$ cat src/rtl/ser_tx_pkg.sv
package ser_tx_pkg;

    localparam int unsigned DATA_W    = 10;
    localparam int unsigned FRAME_LEN = DATA_W + 2;
    localparam int unsigned SLOT_W    = $clog2(FRAME_LEN);

    localparam logic START_BIT = 1'b1;
    localparam logic STOP_BIT  = 1'b0;

    typedef logic [DATA_W-1:0] word_t;

    // bit 0 leaves the line first
    typedef struct packed {
        logic  stop;
        word_t payload;
        logic  start;
    } frame_t;

    function automatic frame_t make_frame(input word_t w);
        frame_t f;
        f.stop    = STOP_BIT;
        f.payload = w;
        f.start   = START_BIT;
        return f;
    endfunction

endpackage

$ cat src/rtl/ser_slot_timer.sv
module ser_slot_timer
    import ser_tx_pkg::*;
(
    input  logic              clk,
    input  logic              rst,
    input  logic              hold,
    output logic [SLOT_W-1:0] slot,
    output logic              wrap
);

    localparam logic [SLOT_W-1:0] LAST_SLOT = SLOT_W'(FRAME_LEN - 1);

    assign wrap = (slot == LAST_SLOT) && !hold;

    always_ff @(posedge clk) begin
        if (rst || hold) begin
            slot <= '0;
        end else if (wrap) begin
            slot <= '0;
        end else begin
            slot <= slot + 1'b1;
        end
    end

endmodule

$ cat src/rtl/ser_lock_gate.sv
module ser_lock_gate #(
    parameter int unsigned LOCK_WORDS = 2048
) (
    input  logic clk,
    input  logic rst,
    input  logic hold,
    input  logic wrap,
    output logic oe
);

    localparam int unsigned CNT_W = $clog2(LOCK_WORDS + 1);
    localparam logic [CNT_W-1:0] LAST_WAIT = CNT_W'(LOCK_WORDS - 1);

    logic [CNT_W-1:0] seen;

    always_ff @(posedge clk) begin
        if (rst || hold) begin
            seen <= '0;
            oe   <= 1'b0;
        end else if (wrap && !oe) begin
            seen <= seen + 1'b1;
            if (seen == LAST_WAIT) begin
                oe <= 1'b1;
            end
        end
    end

endmodule

$ cat src/rtl/ser_frame_shifter.sv
module ser_frame_shifter
    import ser_tx_pkg::*;
(
    input  logic  clk,
    input  logic  rst,
    input  logic  hold,
    input  logic  wrap,
    input  word_t data_in,
    output logic  line_bit
);

    word_t                in_q;
    logic [FRAME_LEN-1:0] shreg;

    always_ff @(posedge clk) begin
        if (rst || hold) begin
            in_q  <= '0;
            shreg <= '0;
        end else if (wrap) begin
            in_q  <= data_in;
            shreg <= make_frame(in_q);
        end else begin
            shreg <= {1'b0, shreg[FRAME_LEN-1:1]};
        end
    end

    assign line_bit = shreg[0];

endmodule

$ cat src/rtl/ser_framer_tx.sv
module ser_framer_tx
    import ser_tx_pkg::*;
#(
    parameter int unsigned LOCK_WORDS = 2048
) (
    input  logic              clk,
    input  logic              rst,
    input  logic              en_n,
    input  logic [DATA_W-1:0] data_in,
    output logic              word_take,
    output logic              ser_out,
    output logic              ser_oe
);

    logic [SLOT_W-1:0] slot;
    logic              wrap;
    logic              line_bit;
    logic              oe_q;

    ser_slot_timer u_timer (
        .clk  (clk),
        .rst  (rst),
        .hold (en_n),
        .slot (slot),
        .wrap (wrap)
    );

    ser_lock_gate #(.LOCK_WORDS(LOCK_WORDS)) u_lock (
        .clk  (clk),
        .rst  (rst),
        .hold (en_n),
        .wrap (wrap),
        .oe   (oe_q)
    );

    ser_frame_shifter u_shift (
        .clk      (clk),
        .rst      (rst),
        .hold     (en_n),
        .wrap     (wrap),
        .data_in  (data_in),
        .line_bit (line_bit)
    );

    assign word_take = wrap;
    assign ser_oe    = oe_q;
    assign ser_out   = oe_q & line_bit;

endmodule

$ cat config.mk
export PLATFORM = sky130hd
export DESIGN_NAME = ser_framer_tx
export DESIGN_NICKNAME = d
export VERILOG_FILES = /design/src/rtl/ser_tx_pkg.sv /design/src/rtl/ser_slot_timer.sv /design/src/rtl/ser_lock_gate.sv /design/src/rtl/ser_frame_shifter.sv /design/src/rtl/ser_framer_tx.sv
export SDC_FILE = /design/constraint.sdc
export NUM_CORES = 1
export LEC_CHECK = 0
export BUFFER_PORTS_ARGS = -buffer_cell sky130_fd_sc_hd__buf_2
export CORE_MARGIN = 4
export CORE_UTILIZATION = 44
export CTS_CLUSTER_SIZE = 20
export DETAILED_ROUTE_END_ITERATION = 12
export GPL_TIMING_DRIVEN = 1
export PLACE_DENSITY = 0.65
export SLEW_MARGIN = 10
export SYNTH_ARGS = -nofsm -noshare
export SYNTH_HDL_FRONTEND = slang
export SYNTH_SLANG_ARGS = --single-unit
$ cat constraint.sdc
create_clock -name clk -period 1.7 [get_ports clk]
set_clock_uncertainty 0.2 [all_clocks]
set_input_delay 0.085 -clock clk [delete_from_list [all_inputs] [get_ports clk]]
set_output_delay 0.085 -clock clk [all_outputs]
set_load 0.005 [all_outputs]
==> results.md, run 1 <==
- Outcome: completed
- Pins Over Slew Limit: 0
- Clock power frac: ~45%
- Leakage power: just under 0.8 nW
- Rows: 20
- Clock Sinks: 38
- Fin. Hold Viols: 0
- Power Density: 914.9 nW/µm²
- Crit path max fanout: 7
- Largest net degree at the start of global routing: 21
- Die area: 4246 µm²
- Max Clk Rate: 0.6067 GHz
- First-pass GRT wire length: 4919 µm
- Largest family of logic cells by synthesized area: simple AND/OR/NAND/NOR gates
- Iteration count of the initial detailed-routing pass: 4
- Register Area: roughly 770 µm²
- Drt drc: 0
- Initial antenna violation count: 0
- DP HPWL: 1802 µm
- Clk pin slew, worst setup/hold paths: about 110 ps
- CORE AREA: roughly 3100 µm²
- Crit path DAT: 1700 ps
- Avg Vias per Cell: about 5
- Area after DPL: between 1500 and 2000 µm²
- NetSw: 0.3261 mW
- CTS Root Cell: clkbuf_4
- Least-Margin Pin Slew: ~430 ps
- Nets: 189
- Syn nets: 149
- CP Capture Type: flop
- Wirelength, routed: 2936 µm
- CTS tree: built
- CTS HTree Levels: 2
- Mean Syn Cell Area: approximately 11 µm²
- VDD IR max: a little under 0.7 mV
- Vias in the first global route: 1113
- Tmin final: 1648 ps
- GR Overflow Total: 0
- DIE WIDTH: 65.16 µm
- Filler cells: about 250
- Clk_lat worst skew: ~340 ps
- I/O Buffers: 15
- Longest Clk Path Bufs: 2
- Via Count: 1117
- Min-delay worst type: flop to flop
- Max_cap viols: 0
- CP Data Required Time: 1750 ps
- Cts bufs inserted: 5
- Yosys reg bits: 38
- CP Class: flop to flop
- Area of the mapped netlist: between 1000 and 1500 µm²
- Final core occ: 62.32%
- Fin crit share: 96.96%
- Initial Util: 46.71%
- Synth warn: 0
- Gr usage total: 14.97%
- Comb power frac: ~3.8%
- Post-synth EDFFs: 0
- Slew HR: 71.37%
- Area grow syn2layout: 33.42%
- Unique masters post-synth: 30
- Internal cell power: between 1 and 1.5 mW
- Sequential share of the synthesized area: 52.92%
- Die Y: 65.16 µm
- Net Sw Frac: 18.58%
- Routed wire per std cell: approximately 13 µm
- Compound-Gate Fraction of Synth Area: between 10 and 15%
- Slowest cell on the critical path: dfxtp_2
- Post-synthesis xor/xnor area fraction: 6.701%
- GP Congestion: slightly below 0.8
- Syn Inst Count: 134
- Proportion of synthesized area in mux cells: 0.6963%
- Crit path launch type: flop
- Post-route cell area: 1918 µm²
- Post-synthesis adder-cell area fraction: 1.741%
- Io pins: 16
- Main synth FF type: dfxtp_1
- Area taken by multi-input logic gates: 700.7 µm²
- Ys async rst share: 0%
- Post-DRT Antenna Nets: 0
- # setup viols final: 0
- Part of the power in registers: 51.0%
- ANT cells: 0
- Share of layout cells above drive strength 1: 29.14%
- Worst-path cell chain: ha_4 > nand4bb_4 > buf_4 > nor3_1 > xnor2_1 > nor2_1
- Crit path largest cell delay: 380 ps
- First-iteration detailed-routing DRC count: 41
- Synth Area in Simple Gates: 20.97%
==> synth_stat cells (2+ instances only) <==
cell type / instances / area share (%)
dfxtp_1: 38 / 53
a22o_1: 19 / 12
nor2_1: 18 / 4.7
xnor2_1: 10 / 6.1
nand2_1: 6 / 1.6
nand3_1: 6 / 2.1
clkbuf_1: 3 / 0.78
nor3_1: 3 / 1.0
nor4_1: 3 / 1.3
and2_1: 2 / 0.87
and3_1: 2 / 0.87
buf_6: 2 / 1.6
ha_1: 2 / 1.7
inv_1: 2 / 0.52
nand4_1: 2 / 0.87
o21ai_0: 2 / 0.70
==> metrics by stage <==
stage | setup WS (ps) | total power [mW] | hold slack [ps] | setup TNS, ps | instances
5_1_grt | -16.30 | 1.814 | 274.6 | -31.21 | 219
3_3_place_gp | 6.184 | 0.9545 | 96.16 | 0 | 194
4_1_cts | 1.759 | 1.766 | 263.8 | 0 | 218
2_1_floorplan | 47.84 | 0.9346 | 10.48 | 0 | 134
6_report | 51.73 | 1.755 | 257.0 | 0 | 219
3_5_place_dp | -42.47 | 0.9564 | 99.19 | -206.1 | 194
==> cell families after synthesis <==
family                   after synthesis
adder cells (fa/ha/maj)                2
AND/OR/NAND/NOR                       50
flip-flops                            38
multiplexers                           1
AO/OA/AOI/OAI                         24
XOR/XNOR                              11
buffers and inverters                  8
==> routing by layer <==
layer	share of wire (%)	track usage (%)
met5	0	0
met4	0.44	5.959
met3	4.7	5.641
met2	48	23.51
met1	47	18.45
==> power by group through the flow <==
stage                     Combinational [mW]  Sequential [mW]  Clock (mW)
after floorplan                       0.0210            0.914           0
after global placement                0.0410            0.914           0
after detailed placement              0.0425            0.914           0
after CTS                             0.0646            0.894       0.807
after global routing                  0.0724            0.896       0.846
final                                 0.0659            0.895       0.794
==> flip-flops by register name, summed over array words and instances (netlist names) <==
name	cells
u_timer.slot	4
u_shift.shreg	11
u_lock.oe	1
u_shift.in_q	10
u_lock.seen	12
==> final cells by class <==
type	instances	area share, %
flip-flops and latches	38	39.92
multi-input cells	89	36.53
repair buffers	38	14.48
clock inverters	2	3.131
well taps	44	2.870
clock buffers	6	2.674
inverters	2	0.3914
==> critical path, delay by kind of cell, from the launching register on <==
family,cells,cell delay [ps]
AND/OR/NAND/NOR,3,450
flip-flops,1,380
buffers and inverters,1,200
adder cells (fa/ha/maj),1,180
XOR/XNOR,1,160
==> repair_timing <==
| action | in CTS | in global routing |
|---|---|---|
| hold buffers | 12 | 0 |
| cloned | 1 | 0 |
| gates resized for setup | 6 | 7 |
| endpoints found under the hold margin | 16 | 0 |
| setup endpoints to repair | 27 | 31 |
| pin swaps | 1 | 1 |
| buffers inserted | 3 | 1 |
==> layout by cell type, fill, tap and decap left out, drive strengths merged <==
cell type	n
a21oi	1
a22o	19
a31oi	1
a41o	1
and2	2
and3	2
buf	26
bufinv	2
clkbuf	6
dfxtp	38
dlygate4sd3	12
ha	2
inv	2
mux2i	1
nand2	6
nand3	6
nand3b	1
nand4	2
nand4bb	2
nor2	19
nor3	4
nor3b	1
nor4	4
o21ai	2
or2	1
or3	1
xnor2	10
xor2	1
==> path summary, 6_finish.rpt <==
check	end	start	cells after the start	slack [ps]
max	u_lock.seen[5]	u_timer.slot[0]	6	50
min	u_shift.shreg[0]	u_shift.shreg[1]	2	260
max reg2reg	u_lock.seen[5]	u_timer.slot[0]	6	50
min reg2reg	u_shift.shreg[0]	u_shift.shreg[1]	2	260
Note: power is estimated with default switching activity, not from simulation.
==> run 2: changes to the inputs <==
--- a/config.mk
+++ b/config.mk
@@ -12,6 +12,7 @@
 export DETAILED_ROUTE_END_ITERATION = 12
 export GPL_TIMING_DRIVEN = 1
 export PLACE_DENSITY = 0.65
+export SETUP_SLACK_MARGIN = 0.3
 export SLEW_MARGIN = 10
 export SYNTH_ARGS = -nofsm -noshare
 export SYNTH_HDL_FRONTEND = slang
==> results.md, run 2 (synthesis results as in run 1) <==
- Cts bufs inserted: 5
- Layout Cells excl Fill: 230
- Die Y: around 65 µm
- Reg-to-Reg End: u_lock.seen[10]
- Largest registers: u_lock.seen x12, u_shift.shreg x11, u_shift.in_q x10
- R2r setup slk: 80 ps
- Worst-path cell chain: ha_4 > nand4bb_4 > nor3_4 > a31oi_1 > a41o_1
- DP HPWL: 1810 µm
- Max Clk Rate: 0.6158 GHz
- First-iteration detailed-routing DRC count: 61
- Crit path launch type: flop
- Initial Util: 46.71%
- Crit path largest cell delay: 370 ps
- Routed wire per std cell: 15.17 µm
- Commonest non-fill, non-tap cells in the layout: dfxtp_1, a22o_1, buf_2, nor2_1
- Critical Path End: u_lock.seen[10]
- Clk pin slew, worst setup/hold paths: 100 ps
- Post-DRT Antenna Nets: 0
- Filler cells: 224
- Nets: 202
- Wirelength, routed: 3489 µm
- Max reg flops: 12
- RSZ-0062 raised after global routing: true
- Slowest cell on the critical path: dfxtp_2
- Rows: 20
- # setup viols final: 0
- CP Data Required Time: 1720 ps
- Via Count: 1197
- GP Congestion: 0.7722
- Cells after DPL: 192
- Post-route cell area: 2162 µm²
- Avg Vias per Cell: 5.204
- Worst hold path cell count: 4
- Fin crit share: 95.53%
- Area grow syn2layout: 50.39%
- CORE AREA: 3078 µm²
- Power Density: about 660 nW/µm²
- Gr usage total: between 10% and 20%
- Initial antenna violation count: 0
- DIE WIDTH: about 65 µm
- ANT cells: 0
- Crit path DAT: 1650 ps
- Cell depth of the worst flop-to-flop path: 5
- Tmin final: 1624 ps
- CTS tree: built
- Vias in the first global route: 1207
- Biggest register: u_lock.seen
- Slew HR: 68.87%
- VDD IR max: 0.4193 mV
- Longest Clk Path Bufs: 2
- Max_cap viols: 0
- Io pins: 16
- Pins Over Slew Limit: 0
- Leakage power: 0.9083 nW
- Area after DPL: ~1600 µm²
- CP Launch Point: u_timer.slot[1]
- Die area: 4246 µm²
- Iteration count of the initial detailed-routing pass: 4
- Min-delay worst type: input port to flop
- Origin of the critical flop-to-flop path: u_timer.slot[1]
- Clock Sinks: 38
- Crit path max fanout: 4
- Least-Margin Pin Slew: 465.3 ps
- CP Class: flop to flop
- GR Overflow Total: 0
- Commonest non-fill, non-tap cell in the layout: dfxtp_1
- CTS HTree Levels: 2
- Fin. Hold Viols: 0
- Outcome: completed
- I/O Buffers: 15
- Final core occ: 70.24%
- Share of layout cells above drive strength 1: 43.01%
- Largest net degree at the start of global routing: 20
- Drt drc: 0
- Clk_lat worst skew: 330 ps
- Hold slack: 57.41 ps
- First-pass GRT wire length: 5761 µm
- CP Capture Type: flop
- CTS Root Cell: clkbuf_4
[run 2: cell types whose count changed in the layout (fill, tap and decap cells not counted), sizes merged]
cell / change
bufinv: -2
buf: +13
[run 2: per-layer routing]
metal	up-vias	routed length, µm	GRT usage [%]	part of all wire [%]
met3	2	132	4.274	3.8
met1	588	1538	21.40	44
met2	23	1804	31.61	52
met4	0	13	3.886	0.37
li1	584	-	-	-
met5	-	0	0	0
[run 2: what timing repair did]
| action | CTS | global route |
|---|---|---|
| resized for setup | 36 | 14 |
| hold endpoints to repair | 15 | 0 |
| pin swaps | 12 | 13 |
| hold buffers | 12 | 0 |
| endpoints found under the setup margin | 38 | 38 |
| setup buffers | 14 | 3 |
| cloned | 3 | 0 |
[run 2: per-stage QoR]
step	setup slack [ps]	setup TNS, ps	power, mW
final	76.00	0	1.420
after global routing	29.48	0	1.468
after CTS	78.06	0	1.421
after detailed placement	-71.55	-106.3	0.9554
after global placement	14.44	0	0.9546
after floorplan	128.0	0	0.9365
[run 2: cell type report]
type	count	area [µm²]	area share, %
inverter	2	7.507	0.3472
clock buffer	6	51.30	2.373
sequential	38	777.0	35.94
timing repair buffer	51	429.2	19.85
tap	44	55.05	2.546
multi-input combinational	89	842.1	38.95
[run 2: power breakdown]
| group | internal [mW] | total, mW | switching, mW | leakage, nW |
|---|---|---|---|---|
| clock | 0.187 | 0.450 | 0.263 | 0.0302 |
| sequential | 0.889 | 0.891 | 0.00240 | 0.311 |
| combinational | 0.0453 | 0.0789 | 0.0337 | 0.567 |
| total | 1.12 | 1.42 | 0.299 | 0.908 |
[run 2: critical path, delay by kind of cell, from the launching register on]
kind            cells  cell delay, ps
compound gates      2             360
fa+ha+maj           1             180
flops               1             370
simple gates        2             410
[run 2: how the worst min path moves through the flow]
stage / from / end / slack (ps)
finish: rst / u_shift.shreg[10] / 60
detailed placement: data_in[5] / u_shift.in_q[5] / 100
global route: rst / u_shift.shreg[10] / 70
global placement: data_in[7] / u_shift.in_q[7] / 100
floorplan: data_in[0] / u_shift.in_q[0] / 10
CTS: rst / u_shift.shreg[10] / 40
==> run 3: changes to the inputs <==
--- a/config.mk
+++ b/config.mk
@@ -12,7 +12,8 @@
 export DETAILED_ROUTE_END_ITERATION = 12
 export GPL_TIMING_DRIVEN = 1
 export PLACE_DENSITY = 0.65
-export SETUP_SLACK_MARGIN = 0.3
+export REMOVE_ABC_BUFFERS = 1
+export SETUP_SLACK_MARGIN = 0.05
 export SLEW_MARGIN = 10
 export SYNTH_ARGS = -nofsm -noshare
 export SYNTH_HDL_FRONTEND = slang
==> results.md, run 3 (synthesis results as in run 1) <==
- Outcome: completed
- First-iteration detailed-routing DRC count: 25
- Biggest register: u_lock.seen
- RSZ-0062 raised after global routing: true
- Crit path max fanout: 8
- Area after DPL: 1582 µm²
- CORE AREA: about 3000 µm²
- Io pins: 16
- Leakage power: around 0.80 nW
- CTS Root Cell: clkbuf_4
- Min-delay worst type: input port to flop
- Slowest cell on the critical path: dfxtp_2
- Max Clk Rate: ~0.61 GHz
- Origin of the critical flop-to-flop path: u_timer.slot[0]
- Reg-to-Reg End: u_lock.seen[2]
- Die Y: between 60 and 70 µm
- CP Capture Type: flop
- Gr usage total: 13.88%
- Crit path launch type: flop
- Cts bufs inserted: 5
- Least-Margin Pin Slew: slightly above 300 ps
- Design Power: between 1.5 and 2 mW
- Final core occ: 63.17%
- Longest Clk Path Bufs: 2
- Area grow syn2layout: 35.25%
- ANT cells: 0
- Drt drc: 0
- Filler cells: 249
- First-pass GRT wire length: 4574 µm
- Cell depth of the worst flop-to-flop path: 6
- GP Congestion: 0.8257
- GR Overflow Total: 0
- Power Density: ~800 nW/µm²
- Max_cap viols: 0
- Hold endpoint: u_lock.seen[1]
- Initial Util: a little under half
- Slew HR: 79.54%
- Clk_lat worst skew: 330 ps
- I/O Buffers: 15
- Clock Sinks: 38
- Rows: 20
- # setup viols final: 0
- Via Count: 1104
- Pins Over Slew Limit: 0
- R2r setup slk: 50 ps
- Crit path DAT: about 1700 ps
- VDD IR max: approximately 0.45 mV
- Largest net degree at the start of global routing: 20
- CTS HTree Levels: 2
- Worst hold path cell count: 4
- Avg Vias per Cell: 5.088
- Initial antenna violation count: 0
- DIE WIDTH: 65.16 µm
- DP HPWL: 1672 µm
- Post-DRT Antenna Nets: 0
- Wirelength, routed: about 2700 µm
- Fin. Hold Viols: 0
- Register Area: 765.7 µm²
- Tmin final: approximately 1600 ps
- CP Class: flop to flop
- Iteration count of the initial detailed-routing pass: 4
- Largest registers: u_lock.seen x12, u_shift.shreg x11, u_shift.in_q x10
- Routed wire per std cell: approximately 13 µm
- Hold_sp: en_n
- Max reg flops: 12
- Crit path largest cell delay: around 370 ps
- Vias in the first global route: around 1100
- Fin crit share: 96.80%
- Nets: 188
- Worst-path cell chain: ha_4 > nand4bb_4 > buf_6 > nor3b_4 > xnor2_1 > nor2_1
- Commonest non-fill, non-tap cell in the layout: dfxtp_1
- Post-route cell area: 1944 µm²
- Commonest non-fill, non-tap cells in the layout: dfxtp_1, a22o_1, nor2_1, buf_2, dlygate4sd3_1
- Area taken by multi-input logic gates: 723.2 µm²
- Share of layout cells above drive strength 1: 31.79%
- Clk pin slew, worst setup/hold paths: around 110 ps
- CTS tree: built
- CP Data Required Time: 1730 ps
- Die area: ~4200 µm²
## run 3: changes by cell type in the layout (fill, tap and decap cells not counted), sizes merged
cell / before / now
buf: 39 / 26
bufinv: 0 / 1
nand4bb: 2 / 1
## run 3: per-stage QoR
stage          hold WS, ps  instances  setup WS (ps)  TNS [ps]
6_report             83.63        217          54.34         0
4_1_cts              68.42        215          36.33         0
3_5_place_dp         96.08        194         -72.66    -207.7
3_3_place_gp         95.21        194         -5.696    -5.696
5_1_grt              92.11        217         -27.42    -184.5
2_1_floorplan        10.69        128         -256.0     -5136
## run 3: cell type report
class	instances	area share [%]
sequential	38	39.38
multi-input combinational	88	37.19
timing repair buffer	38	16.02
tap	44	2.831
clock buffer	6	2.638
clock inverter	1	1.544
inverter	2	0.3861
## run 3: critical path: cells and delay by family (launching register included)
family	cells	cell delay, ps
flip-flops	1	370
AND/OR/NAND/NOR	3	470
XOR/XNOR	1	140
buffers and inverters	1	220
adder cells (fa/ha/maj)	1	150
## run 3: worst max-delay path by stage
stage	slack, ps	depth (start not counted)	end	startpoint
floorplan	-260	4	u_shift.in_q[0]	u_timer.slot[0]
finish	50	6	u_lock.seen[2]	u_timer.slot[0]
CTS	40	4	word_take	u_timer.slot[0]
global placement	-6	5	u_lock.seen[10]	u_timer.slot[0]
global route	-30	6	u_lock.seen[2]	u_timer.slot[0]
detailed placement	-70	6	u_lock.seen[2]	u_timer.slot[1]
## run 3: power by group
group,switching [mW],internal [mW],total (mW)
Combinational,0.0282,0.0420,0.0702
Sequential,0.00237,0.892,0.895
Clock,0.276,0.342,0.618
Total,0.306,1.28,1.58
## run 3: what timing repair did
action / CTS / global route
hold endpoints to repair: 16 / 0
cloned: 1 / 0
gates resized for setup: 19 / 9
setup buffers: 1 / 2
pin swaps: 0 / 8
endpoints found under the setup margin: 31 / 33
hold buffers: 12 / 0
## run 3: layer usage
layer	global-route usage (%)	up-vias	share of wire, %
met3	3.590	5	3.1
li1	-	555	-
met5	0	-	0
met1	16.31	528	44
met2	23.26	16	51
met4	6.995	0	1.6
